==> src/rtl/pixel_packer_pkg.sv <==
package pixel_packer_pkg;
  parameter int CH_W   = 16;
  parameter int WORD_W = 24;
  parameter int FRAC_W = 8;
  localparam int SUM_W = CH_W + FRAC_W;
  parameter int WT_R = 77;
  parameter int WT_G = 151;
  parameter int WT_B = 28;
  parameter int N5 = 5;
  parameter int N6 = 6;
  parameter int N8 = 8;

  typedef struct packed {
    logic [CH_W-1:0] r;
    logic [CH_W-1:0] g;
    logic [CH_W-1:0] b;
  } chan_t;

  typedef struct packed {
    logic swap;
    logic wide;
  } mode_t;
endpackage

==> src/rtl/luma_stage.sv <==
module luma_stage
  import pixel_packer_pkg::*;
(
  input  logic  clk,
  input  logic  rst_n,
  input  logic  vld_i,
  input  chan_t ch_i,
  input  logic  gray_i,
  input  mode_t mode_i,
  output logic  vld_o,
  output chan_t ch_o,
  output mode_t mode_o
);
  logic [SUM_W-1:0] prod_r, prod_g, prod_b, acc;
  logic [CH_W-1:0]  luma;
  chan_t            ch_d;

  always_comb begin
    prod_r = SUM_W'(ch_i.r) * SUM_W'(WT_R);
    prod_g = SUM_W'(ch_i.g) * SUM_W'(WT_G);
    prod_b = SUM_W'(ch_i.b) * SUM_W'(WT_B);
    acc    = prod_r + prod_g + prod_b;
    luma   = acc[SUM_W-1:FRAC_W];
    if (gray_i) begin
      ch_d.r = luma;
      ch_d.g = luma;
      ch_d.b = luma;
    end else begin
      ch_d = ch_i;
    end
  end

  always_ff @(posedge clk or negedge rst_n) begin
    if (!rst_n) begin
      vld_o  <= 1'b0;
      ch_o   <= '0;
      mode_o <= '0;
    end else begin
      vld_o <= vld_i;
      if (vld_i) begin
        ch_o   <= ch_d;
        mode_o <= mode_i;
      end
    end
  end

  // a gray sample leaves this stage with three equal channels
  p_gray_equal_r7: assert property (@(posedge clk) disable iff (!rst_n)
    (vld_i && gray_i) |=> (ch_o.r == ch_o.g && ch_o.g == ch_o.b));

  // all-ones inputs must not overflow the weighted sum
  p_no_overflow_r7: assert property (@(posedge clk) disable iff (!rst_n)
    (vld_i && gray_i && (&ch_i.r) && (&ch_i.g) && (&ch_i.b)) |=> (&ch_o.g));
endmodule

==> src/rtl/field_packer.sv <==
module field_packer
  import pixel_packer_pkg::*;
(
  input  logic              clk,
  input  logic              rst_n,
  input  logic              vld_i,
  input  chan_t             ch_i,
  input  mode_t             mode_i,
  output logic              vld_o,
  output logic [WORD_W-1:0] word_o
);
  logic [N5-1:0]     r5, b5;
  logic [N6-1:0]     g6;
  logic [N8-1:0]     r8, g8, b8;
  logic [WORD_W-1:0] word_d;

  always_comb begin
    r5 = ch_i.r[CH_W-1 -: N5];
    g6 = ch_i.g[CH_W-1 -: N6];
    b5 = ch_i.b[CH_W-1 -: N5];
    r8 = ch_i.r[CH_W-1 -: N8];
    g8 = ch_i.g[CH_W-1 -: N8];
    b8 = ch_i.b[CH_W-1 -: N8];
    unique case ({mode_i.wide, mode_i.swap})
      2'b00:   word_d = WORD_W'({r5, g6, b5});
      2'b01:   word_d = WORD_W'({b5, g6, r5});
      2'b10:   word_d = {r8, g8, b8};
      default: word_d = {b8, g8, r8};
    endcase
  end

  always_ff @(posedge clk or negedge rst_n) begin
    if (!rst_n) begin
      vld_o  <= 1'b0;
      word_o <= '0;
    end else begin
      vld_o <= vld_i;
      if (vld_i) word_o <= word_d;
    end
  end

  // narrow format never sets the top byte
  p_top_zero_r8: assert property (@(posedge clk) disable iff (!rst_n)
    (vld_i && !mode_i.wide) |=> (word_o[WORD_W-1:16] == '0));

  // word holds while no sample is placed
  p_hold_r9: assert property (@(posedge clk) disable iff (!rst_n)
    !vld_i |=> $stable(word_o));

  // narrow RGB puts red's top bits at the top of the 16-bit word
  p_red_pos_r3: assert property (@(posedge clk) disable iff (!rst_n)
    (vld_i && !mode_i.wide && !mode_i.swap) |=> (word_o[15:11] == $past(ch_i.r[CH_W-1 -: N5])));
endmodule

==> src/rtl/pixel_packer.sv <==
module pixel_packer
  import pixel_packer_pkg::*;
(
  input  logic              clk,
  input  logic              rst_n,
  input  logic              col_vld,
  input  logic [CH_W-1:0]   col_red,
  input  logic [CH_W-1:0]   col_grn,
  input  logic [CH_W-1:0]   col_blu,
  input  logic              gray_en,
  input  logic              swap_rb,
  input  logic              wide_fmt,
  output logic              pix_vld,
  output logic [WORD_W-1:0] pix_word
);
  chan_t ch_in, ch_mid;
  mode_t md_in, md_mid;
  logic  vld_mid;

  assign ch_in = '{r: col_red, g: col_grn, b: col_blu};
  assign md_in = '{swap: swap_rb, wide: wide_fmt};

  luma_stage u_luma (
    .clk(clk), .rst_n(rst_n), .vld_i(col_vld), .ch_i(ch_in), .gray_i(gray_en),
    .mode_i(md_in), .vld_o(vld_mid), .ch_o(ch_mid), .mode_o(md_mid)
  );

  field_packer u_pack (
    .clk(clk), .rst_n(rst_n), .vld_i(vld_mid), .ch_i(ch_mid), .mode_i(md_mid),
    .vld_o(pix_vld), .word_o(pix_word)
  );

  // an accepted sample yields a valid word two cycles later
  p_latency_r1: assert property (@(posedge clk) disable iff (!rst_n)
    col_vld |=> ##1 pix_vld);

  // no valid word without a sample two cycles earlier
  p_no_spurious_r1: assert property (@(posedge clk) disable iff (!rst_n)
    pix_vld |-> $past(col_vld, 2));
endmodule

==> config.mk <==
export PLATFORM = sky130hd
export DESIGN_NAME = pixel_packer
export DESIGN_NICKNAME = d
export VERILOG_FILES = /design/src/rtl/pixel_packer_pkg.sv /design/src/rtl/luma_stage.sv /design/src/rtl/field_packer.sv /design/src/rtl/pixel_packer.sv
export SDC_FILE = /design/constraint.sdc
export NUM_CORES = 1
export LEC_CHECK = 0
export CELL_PAD_IN_SITES_DETAIL_PLACEMENT = 1
export CELL_PAD_IN_SITES_GLOBAL_PLACEMENT = 1
export CORE_ASPECT_RATIO = 1.2
export CORE_MARGIN = 2
export CORE_UTILIZATION = 43
export CTS_BUF_LIST = sky130_fd_sc_hd__clkbuf_4 sky130_fd_sc_hd__clkbuf_8 sky130_fd_sc_hd__clkbuf_16
export DETAILED_ROUTE_END_ITERATION = 10
export PLACE_DENSITY_LB_ADDON = 0.05
export SYNTH_ARGS = -nofsm -noshare
export SYNTH_HDL_FRONTEND = slang
export SYNTH_SLANG_ARGS = --single-unit
==> constraint.sdc <==
create_clock -name clk -period 1.8 [get_ports clk]
set_clock_uncertainty 0.2 [all_clocks]
set_input_delay 0.36 -clock clk [delete_from_list [all_inputs] [get_ports clk]]
set_output_delay 0.36 -clock clk [all_outputs]
set_load 0.01 [all_outputs]
==> qor.yml, run 1 <==
period_share_pct: 323
worst-path-stages: 26
critical_path_arrival_ns: 5.77
coreArea_um2: 18800
cts_tree: "yes"
grt_max_degree: 53
overflow: 0
ys_seq_area_share_pct: 15.9
synth.area.top_cells: "fa_1 (33%), ha_1 (19%), dfrtp_1 (16%), inv_1 (8.5%), o21ai_0 (2.2%)"
cts-root-buf: "clkbuf_16"
drt_iter0_markers: 158
tightest_slew_ns: 0.394
cts.path.max_buffers: 2
clk_pin_slew_ns: 0.06
fp.dieW_um: 130
cp-startpoint: "col_blu[6]"
fin_crit_ns: 5.82
seq_area_um2: 1300
worstPathRequired_ns: 1.75
syn-num-nets: 1111
final_hold_viol_count: 0
violations: "setup timing"
htree_levels: 2
avgViaCountPerCell: 5.01
multiInputGateArea_um2: 6460
syn_area_per_cell_um2: 10.3
dp.cells: 1255
synth.largest_area_cell: "fa_1"
cap_violations: 0
post-synth-top-count-cell: "inv_1"
fin_nets: 1327
async_flop_share_pct: 100
ff2ff_path_depth: 3
crit_path_start_kind: "primary input"
fillers: 2099
ys_types: 56
wl_per_cell_um: 18.4
synth_seq_cells: 52
area_growth_pct: 32.1
tns_ns: -92.82
io_buffer_count: 78
grt_pass1_vias: 7474
synth_top_cells_by_count: "inv_1 (186), fa_1 (134), ha_1 (123)"
cts_num_sinks: 52
yosys_warnings: 0
cts-buffers-inserted: 5
wl_um: 23500
synth_edf_count: 0
setup_violations: 24
crit_buf_inv: 8
synth_top_area_share_pct: 32.7
ant_nets: 0
dieHeight_um: 155
final_layout_size_suffix_gt1_share_pct: 24.1
slowest_stage: "fa_1"
start_util_pct: 43.7
grt_pass1_wl_um: 38600
r2r-start: "u_luma.mode_o[1]"
slew_violations: 0
drcViolationCount: 0
globalRouteTotalUtil_pct: 24.9
worstSetupEndpointType: "flop"
die_area_um2: 20200
ff2ff_setup_slack_ns: 0.11
status: "complete, but fails checks"
syn_inst: 800
crit_type: "in2reg"
ys.flop_type: "dfrtp_1"
endpoint: "u_luma.ch_o[12]"
final_util_pct: 57.7
gp_congestion: 0.886
antenna_found_initial: 0
clk_latency_ns: 0.29
insertedDiodeCount: 0
crit_fanout: 5
cp_top_family: "adder cells"
vias: 6384
rsz0062_at_grt: "true"
worst_hold_slack_ns: 0.312
hold_class: "reg2reg"
slowest_delay_ns: 0.54
rows: 55
dp_hpwl_um: 20700
rr_endpoint: "u_pack.word_o[0]"
slew_headroom_pct: 73.7
fin_ws_ns: -4.02
netlist_area_um2: 8200
fmax_mhz: 172
num_io_pins: 79
drt-pass1-iter-count: 4
final_cells: 1273
==> repair_timing <==
item,CTS,global route
endpoints found under the setup margin,24,28
pin swaps,64,16
hold buffers,1,0
endpoints found under the hold margin,52,0
buffers inserted,6,4
gates resized for setup,101,23
==> routing by layer <==
metal | GRT usage (%) | vias up | part of all wire (%)
li1 | - | 3026 | -
met1 | 30.5 | 3243 | 41
met2 | 46.2 | 86 | 54
met3 | 1.89 | 29 | 1.9
met4 | 7.01 | 0 | 2.9
met5 | 0 | - | 0
==> cell type report <==
class	count	share of cell area (%)
tap	256	2.96
multi-input combinational	545	59.6
clock buffer	8	1.42
timing repair buffer	226	17.6
inverter	186	6.44
sequential	52	12.0
==> state kept, by name, indices dropped and copies added (netlist names) <==
name / count
u_luma.vld_o: 1
u_pack.word_o: 24
u_luma.ch_o: 24
u_luma.mode_o: 2
u_pack.vld_o: 1
==> worst min-delay path by stage <==
stage,startpoint,endpoint,slack (ns),cells after the start
CTS,u_pack.word_o[13],u_pack.word_o[13],0.31,1
global placement,rst_n,u_pack.word_o[20],0.17,2
floorplan,rst_n,u_luma.ch_o[10],-0.14,0
detailed placement,rst_n,u_pack.word_o[12],0.18,2
finish,u_pack.word_o[2],u_pack.word_o[2],0.31,1
global route,u_pack.word_o[2],u_pack.word_o[2],0.33,1
==> metrics by stage <==
stage,worst slack [ns],instance area [um^2]
finish,-4.02,10800
global route,-4.25,10800
CTS,-4.02,10700
detailed placement,-5.04,10300
global placement,-4.83,10300
floorplan,-3.91,8240
==> layout by cell type, fill, tap and decap left out, types with 4 or more instances in the layout <==
| cell | count |
|---|---|
| a21o_1 | 8 |
| a21oi_1 | 23 |
| a21oi_2 | 6 |
| a31oi_1 | 16 |
| buf_2 | 4 |
| buf_4 | 141 |
| buf_6 | 5 |
| clkbuf_16 | 5 |
| clkdlybuf4s50_1 | 42 |
| dfrtp_1 | 52 |
| dlygate4sd2_1 | 23 |
| dlymetal6s2s_1 | 4 |
| fa_1 | 132 |
| ha_1 | 111 |
| ha_2 | 4 |
| ha_4 | 8 |
| inv_1 | 179 |
| inv_2 | 7 |
| mux2_2 | 15 |
| mux2i_1 | 16 |
| mux4_2 | 4 |
| nand2_1 | 21 |
| nand2b_1 | 19 |
| nand3_1 | 7 |
| nor2_1 | 32 |
| o21ai_0 | 29 |
| o21ai_1 | 5 |
| o21ai_2 | 5 |
| o22ai_1 | 9 |
| xnor2_1 | 7 |
| xor2_1 | 8 |
==> cells by family after synthesis <==
logic type | count (synthesis) | synth area share (%)
AOI/OAI and AO/OA | 129 | 9.73
xor gates and xnor gates | 17 | 1.82
adders and majority gates | 257 | 51.5
buffers and inverters | 203 | 9.41
muxes | 36 | 5.23
and+or+nand+nor | 106 | 6.47
DFF | 52 | 15.9
==> worst register-to-register path, stage by stage, from the launching register on <==
cell     delay [ns]
dfrtp_1        0.39
buf_12         0.18
mux4_2         0.53
mux2_2         0.28
Power of run 1 is left out: the tool's default activity adds up to more than one toggle a clock period on the data nets, which glitch-free logic cannot reach.
==> inputs of run 2 (changes only) <==
--- a/config.mk
+++ b/config.mk
@@ -9,7 +9,7 @@
 export CELL_PAD_IN_SITES_GLOBAL_PLACEMENT = 1
 export CORE_ASPECT_RATIO = 1.2
 export CORE_MARGIN = 2
-export CORE_UTILIZATION = 43
+export CORE_UTILIZATION = 39
 export CTS_BUF_LIST = sky130_fd_sc_hd__clkbuf_4 sky130_fd_sc_hd__clkbuf_8 sky130_fd_sc_hd__clkbuf_16
 export DETAILED_ROUTE_END_ITERATION = 10
 export PLACE_DENSITY_LB_ADDON = 0.05
==> run 2 against run 1 <==
Effect of this change: the flow still finishes with violations (setup timing); critical endpoint is now u_luma.ch_o[44]; setup slack lost 0.0091 ns; worst hold slack got worse by 0.0036 ns; sequential share of layout area barely moved; first-iteration DRC count decreased by 1.3%; via count hardly changed; register-to-register slack is essentially flat; final area increased by 0.24%; die area up 10%; non-clock buffer count is 1 lower.
==> qor.yml, run 2 (synthesis gave the netlist of run 1 again) <==
cts-buffers-inserted: 5  # unchanged
slowest_stage: "fa_1"
rsz0062_at_grt: "true"
cts.path.max_buffers: 2  # unchanged
largestRegisters: "u_luma.ch_o x24, u_pack.word_o x24, u_luma.mode_o x2"
period_share_pct: 324  # +0.50 points
fmax_mhz: 172  # -0.16%
critical_path_arrival_ns: 5.79  # +0.02 ns
crit_type: "in2reg"
coreArea_um2: 20800  # +11%
layout_common_cells: "inv_1 (181), buf_4 (139), fa_1 (131)"
dpl_cell_area_um2: 10400  # +0.48%
start_util_pct: 39.4  # -4.3 points
die_area_um2: 22200  # +10%
worstSetupEndpointType: "flop"
fin_ws_ns: -4.03  # -0.00908 ns
crit_buf_inv: 6  # -2
final_layout_size_suffix_gt1_share_pct: 23.6  # -0.47 points
cts-root-buf: "clkbuf_16"
worstPathRequired_ns: 1.77  # +0.02 ns
overflow: 0  # unchanged
r2r-start: "u_luma.mode_o[1]"
grt_pass1_vias: 7501  # +0.36%
ff2ff_setup_slack_ns: 0.12  # about the same
setup_violations: 24  # unchanged
design_area_um2: 10900  # +0.24%
cts_num_sinks: 52  # unchanged
crit_fanout: 5  # unchanged
wl_met2_um: 12600  # -0.44%
status: "complete, but fails checks"
htree_levels: 2  # unchanged
cp_common_cell: "fa_1"
cap_violations: 0  # unchanged
rr_endpoint: "u_pack.word_o[0]"
wl_met1_um: 9770  # +0.55%
tightest_slew_ns: 0.435  # +0.0408 ns
hold_depth: 1  # unchanged
final_cells: 1286  # +1.0%
slowest_delay_ns: 0.57  # +0.03 ns
highest_layer: "met4"
antenna_found_initial: 0  # unchanged
tns_ns: -93.28  # -0.460 ns
dp_hpwl_um: 20600  # about the same
globalRouteTotalUtil_pct: 22.4  # -2.4 points
slew_headroom_pct: 71.0  # -2.7 points
ff2ff_path_depth: 3  # unchanged
io_buffer_count: 78  # unchanged
ant_nets: 0  # unchanged
fin_crit_ns: 5.83  # +0.00908 ns
vias: 6390  # +0.094%
grt_pass1_wl_um: 38600  # +0.16%
clk_pin_slew_ns: 0.06  # about the same
hold_end: "u_pack.word_o[14]"
hold_class: "reg2reg"
wl_um: 23100  # -1.6%
violations: "setup timing"
fp.dieW_um: 136  # +4.8%
insertedDiodeCount: 0  # unchanged
cp_top_family: "adder cells"
fin_nets: 1326  # -0.075%
avgViaCountPerCell: 4.97  # -0.92%
area_growth_pct: 32.5
crit_path_cell_trace: "clkdlybuf4s50_1 -> fa_1 -> inv_1 -> fa_1 -> inv_1 -> fa_1 -> fa_1 -> fa_1 -> inv_1 -> fa_1 -> inv_1 -> ha_4 -> a21o_2 -> a31oi_1 -> and3_4 -> a211oi_2 -> buf_4 -> or3_1 -> nand3_2 -> a31oi_1"
clk_latency_ns: 0.29  # about the same
slew_violations: 0  # unchanged
gp_congestion: 0.878  # -0.91%
crit_path_start_kind: "primary input"
wl_met3_um: 354  # -22%
final_hold_viol_count: 0  # unchanged
drt-pass1-iter-count: 4  # unchanged
rows: 58  # +5.5%
num_io_pins: 79  # unchanged
cts_tree: "yes"
grt_max_degree: 53  # unchanged
wl_per_cell_um: 18.0  # -2.6%
drcViolationCount: 0  # unchanged
dieHeight_um: 163  # +4.9%
min-delay-start: "u_pack.word_o[14]"
dp.cells: 1270  # +1.2%
layout.cells.most_common: "inv_1"
worst_hold_slack_ns: 0.309  # -0.00358 ns
drt_iter0_markers: 156  # -1.3%
[run 2: layout make-up]
type	count	area, um^2
inverters	186	698
flip-flops and latches	52	1300
clock buffers	6	133
clock inverters	2	35.0
multi-input cells	545	6450
repair buffers	225	1910
fillers	2303	9960
well taps	270	338
[run 2: worst max path at each step]
| stage | cells past startpoint | start | slack (ns) | endpoint |
|---|---|---|---|---|
| 2_1_floorplan | 25 | col_blu[2] | -3.91 | u_luma.ch_o[14] |
| 3_3_place_gp | 26 | col_blu[2] | -4.85 | u_luma.ch_o[46] |
| 3_5_place_dp | 26 | col_blu[2] | -4.95 | u_luma.ch_o[46] |
| 4_1_cts | 27 | col_blu[2] | -4.05 | u_luma.ch_o[46] |
| 5_1_grt | 27 | col_blu[2] | -4.26 | u_luma.ch_o[14] |
| 6_report | 20 | col_grn[15] | -4.03 | u_luma.ch_o[44] |
[run 2: worst reg2reg max path, stage by stage, from the launching register on]
cell and delay, ns:
dfrtp_1 0.38, buf_12 0.18, mux4_2 0.53, mux2_2 0.28
[run 2: what timing repair did]
item,in CTS,in global routing
buffers inserted,6,2
setup endpoints to repair,24,25
pin swaps,55,29
hold endpoints to repair,52,0
gates resized for setup,86,23
hold buffers,1,0
[run 2: metrics by stage]
stage                     setup slack [ns]  util (%)
after floorplan                      -3.91         -
after global placement               -4.85      49.8
after detailed placement             -4.95      49.8
after CTS                            -4.05      51.6
after global routing                 -4.26      52.2
final                                -4.03      52.2
[run 2: metal layers]
| layer | track usage (%) | vias up |
|---|---|---|
| met1 | 27.8 | 3267 |
| met3 | 1.53 | 21 |
| li1 | - | 3030 |
| met2 | 42.7 | 72 |
| met5 | 0 | - |
| met4 | 4.36 | 0 |
Power of run 2 is left out for the same reason.
==> inputs of run 3 (changes only) <==
--- a/config.mk
+++ b/config.mk
@@ -12,6 +12,7 @@
 export CORE_UTILIZATION = 39
 export CTS_BUF_LIST = sky130_fd_sc_hd__clkbuf_4 sky130_fd_sc_hd__clkbuf_8 sky130_fd_sc_hd__clkbuf_16
 export DETAILED_ROUTE_END_ITERATION = 10
+export DONT_BUFFER_PORTS = 1
 export PLACE_DENSITY_LB_ADDON = 0.05
 export SYNTH_ARGS = -nofsm -noshare
 export SYNTH_HDL_FRONTEND = slang
==> run 3 against run 2 <==
Effect of this change: the flow finishes with violations (hold timing, setup timing); sequential share of layout area is 1.5 points higher; maximum frequency is 4.1% higher; first-iteration DRC count fell by 13%; critical path depth increased by 5; die area unchanged; sequential cell count did not move; largest cell class unchanged; wire length decreased by 8.1%; register-to-register slack about the same; critical endpoint is now u_luma.ch_o[46]; global-route usage is 1.9 points lower; final cell count fell by 11%.
==> qor.yml, run 3 (synthesis gave the netlist of run 1 again) <==
worst_hold_slack_ns: -0.439  # -0.748 ns
grt_max_degree: 55  # +3.8%
crit_fanout: 5  # unchanged
fin_ws_ns: -3.80  # +0.230 ns
slew_headroom_pct: 59.4  # -12 points
grt_pass1_wl_um: 35300  # -8.7%
crit_path_start_kind: "primary input"
worstSetupEndpointType: "flop"
grt_pass1_vias: 6743  # -10%
ff2ff_path_depth: 3  # unchanged
io_buffer_count: 0  # -100%
critical_path_arrival_ns: 5.56  # -0.23 ns
dp_hpwl_um: 18500  # -10%
slew_violations: 0  # unchanged
cts.path.max_buffers: 2  # unchanged
wl_um: 21200  # -8.1%
layout_common_cells: "inv_1 (180), fa_1 (132), ha_1 (113)"
rr_endpoint: "u_pack.word_o[1]"
die_area_um2: 22200  # unchanged
worstPathRequired_ns: 1.77  # about the same
cts_num_sinks: 52  # unchanged
antenna_found_initial: 0  # unchanged
drt_iter0_markers: 135  # -13%
wl_per_cell_um: 18.5  # +3.2%
cts-buffers-inserted: 5  # unchanged
setup_violations: 24  # unchanged
overflow: 0  # unchanged
layout.cells.most_common: "inv_1"
r2r-start: "u_luma.mode_o[1]"
clk_latency_ns: 0.29  # about the same
crit_type: "in2reg"
dieHeight_um: 163  # unchanged
tns_ns: -88.46  # +4.82 ns
ff2ff_setup_slack_ns: 0.12  # about the same
fp.dieW_um: 136  # unchanged
fin_nets: 1185  # -11%
cts_tree: "yes"
insertedDiodeCount: 0  # unchanged
drt-pass1-iter-count: 4  # unchanged
start_util_pct: 39.4  # unchanged
area_growth_pct: 17.5
rows: 58  # unchanged
avgViaCountPerCell: 5.06  # +1.8%
gp_congestion: 0.831  # -5.3%
cts-root-buf: "clkbuf_16"
ant_nets: 0  # unchanged
hold_class: "in2async"
htree_levels: 2  # unchanged
clk_pin_slew_ns: 0.07  # about the same
status: "complete, but fails checks"
violations: "hold timing, setup timing"
final_hold_viol_count: 52  # +52
cap_violations: 0  # unchanged
cp-startpoint: "col_blu[2]"
num_io_pins: 79  # unchanged
coreArea_um2: 20800  # unchanged
vias: 5789  # -9.4%
period_share_pct: 311  # -13 points
drcViolationCount: 0  # unchanged
fmax_mhz: 179  # +4.1%
tightest_slew_ns: 0.608  # +0.172 ns
largestRegisters: "u_luma.ch_o x24, u_pack.word_o x24, u_luma.mode_o x2"
fin_crit_ns: 5.60  # -0.230 ns
final_layout_size_suffix_gt1_share_pct: 19.7  # -4.0 points
rsz0062_at_grt: "true"
globalRouteTotalUtil_pct: 20.6  # -1.9 points
-- run 3: cell count changes in the layout (fill, tap and decap cells not counted), moves of 3 or more --
cell,before,now
ha_1,110,113
o21ai_1,6,1
ha_2,4,1
buf_4,139,80
buf_12,4,1
o21ai_2,3,6
buf_2,4,0
clkdlybuf4s50_1,46,0
dlymetal6s2s_1,3,0
dlygate4sd2_1,23,0
o21ai_0,29,32
-- run 3: critical path, stage by stage --
cell and delay (ns):
fa_1 0.47, ha_2 0.20, inv_2 0.05, fa_2 0.20, nor2b_2 0.05, o31a_1 0.28
o41ai_4 0.36, a21boi_2 0.11, o21ai_2 0.16, nand2_2 0.08, xnor2_2 0.14, fa_1 0.48
inv_1 0.05, fa_1 0.49, inv_2 0.04, fa_1 0.51, inv_2 0.05, ha_4 0.29
nand3_4 0.08, o31ai_4 0.23, a311oi_4 0.07, a211oi_4 0.35, nand3_2 0.13, mux2i_2 0.23
nand3_1 0.10
-- run 3: per-stage QoR --
stage | util [%] | std cells | instance area [um^2] | hold slack, ns | setup slack (ns)
final | 46.3 | 1145 | 9630 | -0.439 | -3.80
after CTS | 46.1 | 1145 | 9600 | -0.445 | -3.80
after global placement | 43.6 | 1127 | 9070 | -0.134 | -4.29
after floorplan | - | 800 | 8240 | -0.136 | -3.91
after global routing | 46.3 | 1145 | 9630 | -0.452 | -3.99
after detailed placement | 43.6 | 1127 | 9070 | -0.134 | -4.35
-- run 3: worst max-delay path by stage --
stage / endpoint / slack, ns / cells after the start
finish: u_luma.ch_o[46] / -3.80 / 25
global route: u_luma.ch_o[14] / -3.99 / 25
CTS: u_luma.ch_o[46] / -3.80 / 26
detailed placement: u_luma.ch_o[46] / -4.35 / 25
global placement: u_luma.ch_o[14] / -4.29 / 25
floorplan: u_luma.ch_o[14] / -3.91 / 25
-- run 3: final cells by class --
cell class	instances	area, um^2
multi-input cells	545	6480
well taps	270	338
flip-flops and latches	52	1300
repair buffers	84	653
clock inverters	2	35.0
fillers	2289	11200
inverters	186	698
clock buffers	6	133
-- run 3: per-layer routing --
metal,GRT usage (%),routed length (um),vias up
li1,-,-,2735
met1,26.1,9020,2961
met2,38.0,11100,73
met3,2.46,792,20
met4,3.22,284,0
met5,0,0,-
-- run 3: what timing repair did --
item / CTS / global route
endpoints found under the hold margin: 68 / 68
setup endpoints to repair: 24 / 24
pin swaps: 47 / 13
gates resized for setup: 49 / 10
buffers inserted: 10 / 0
Power of run 3 is left out for the same reason.
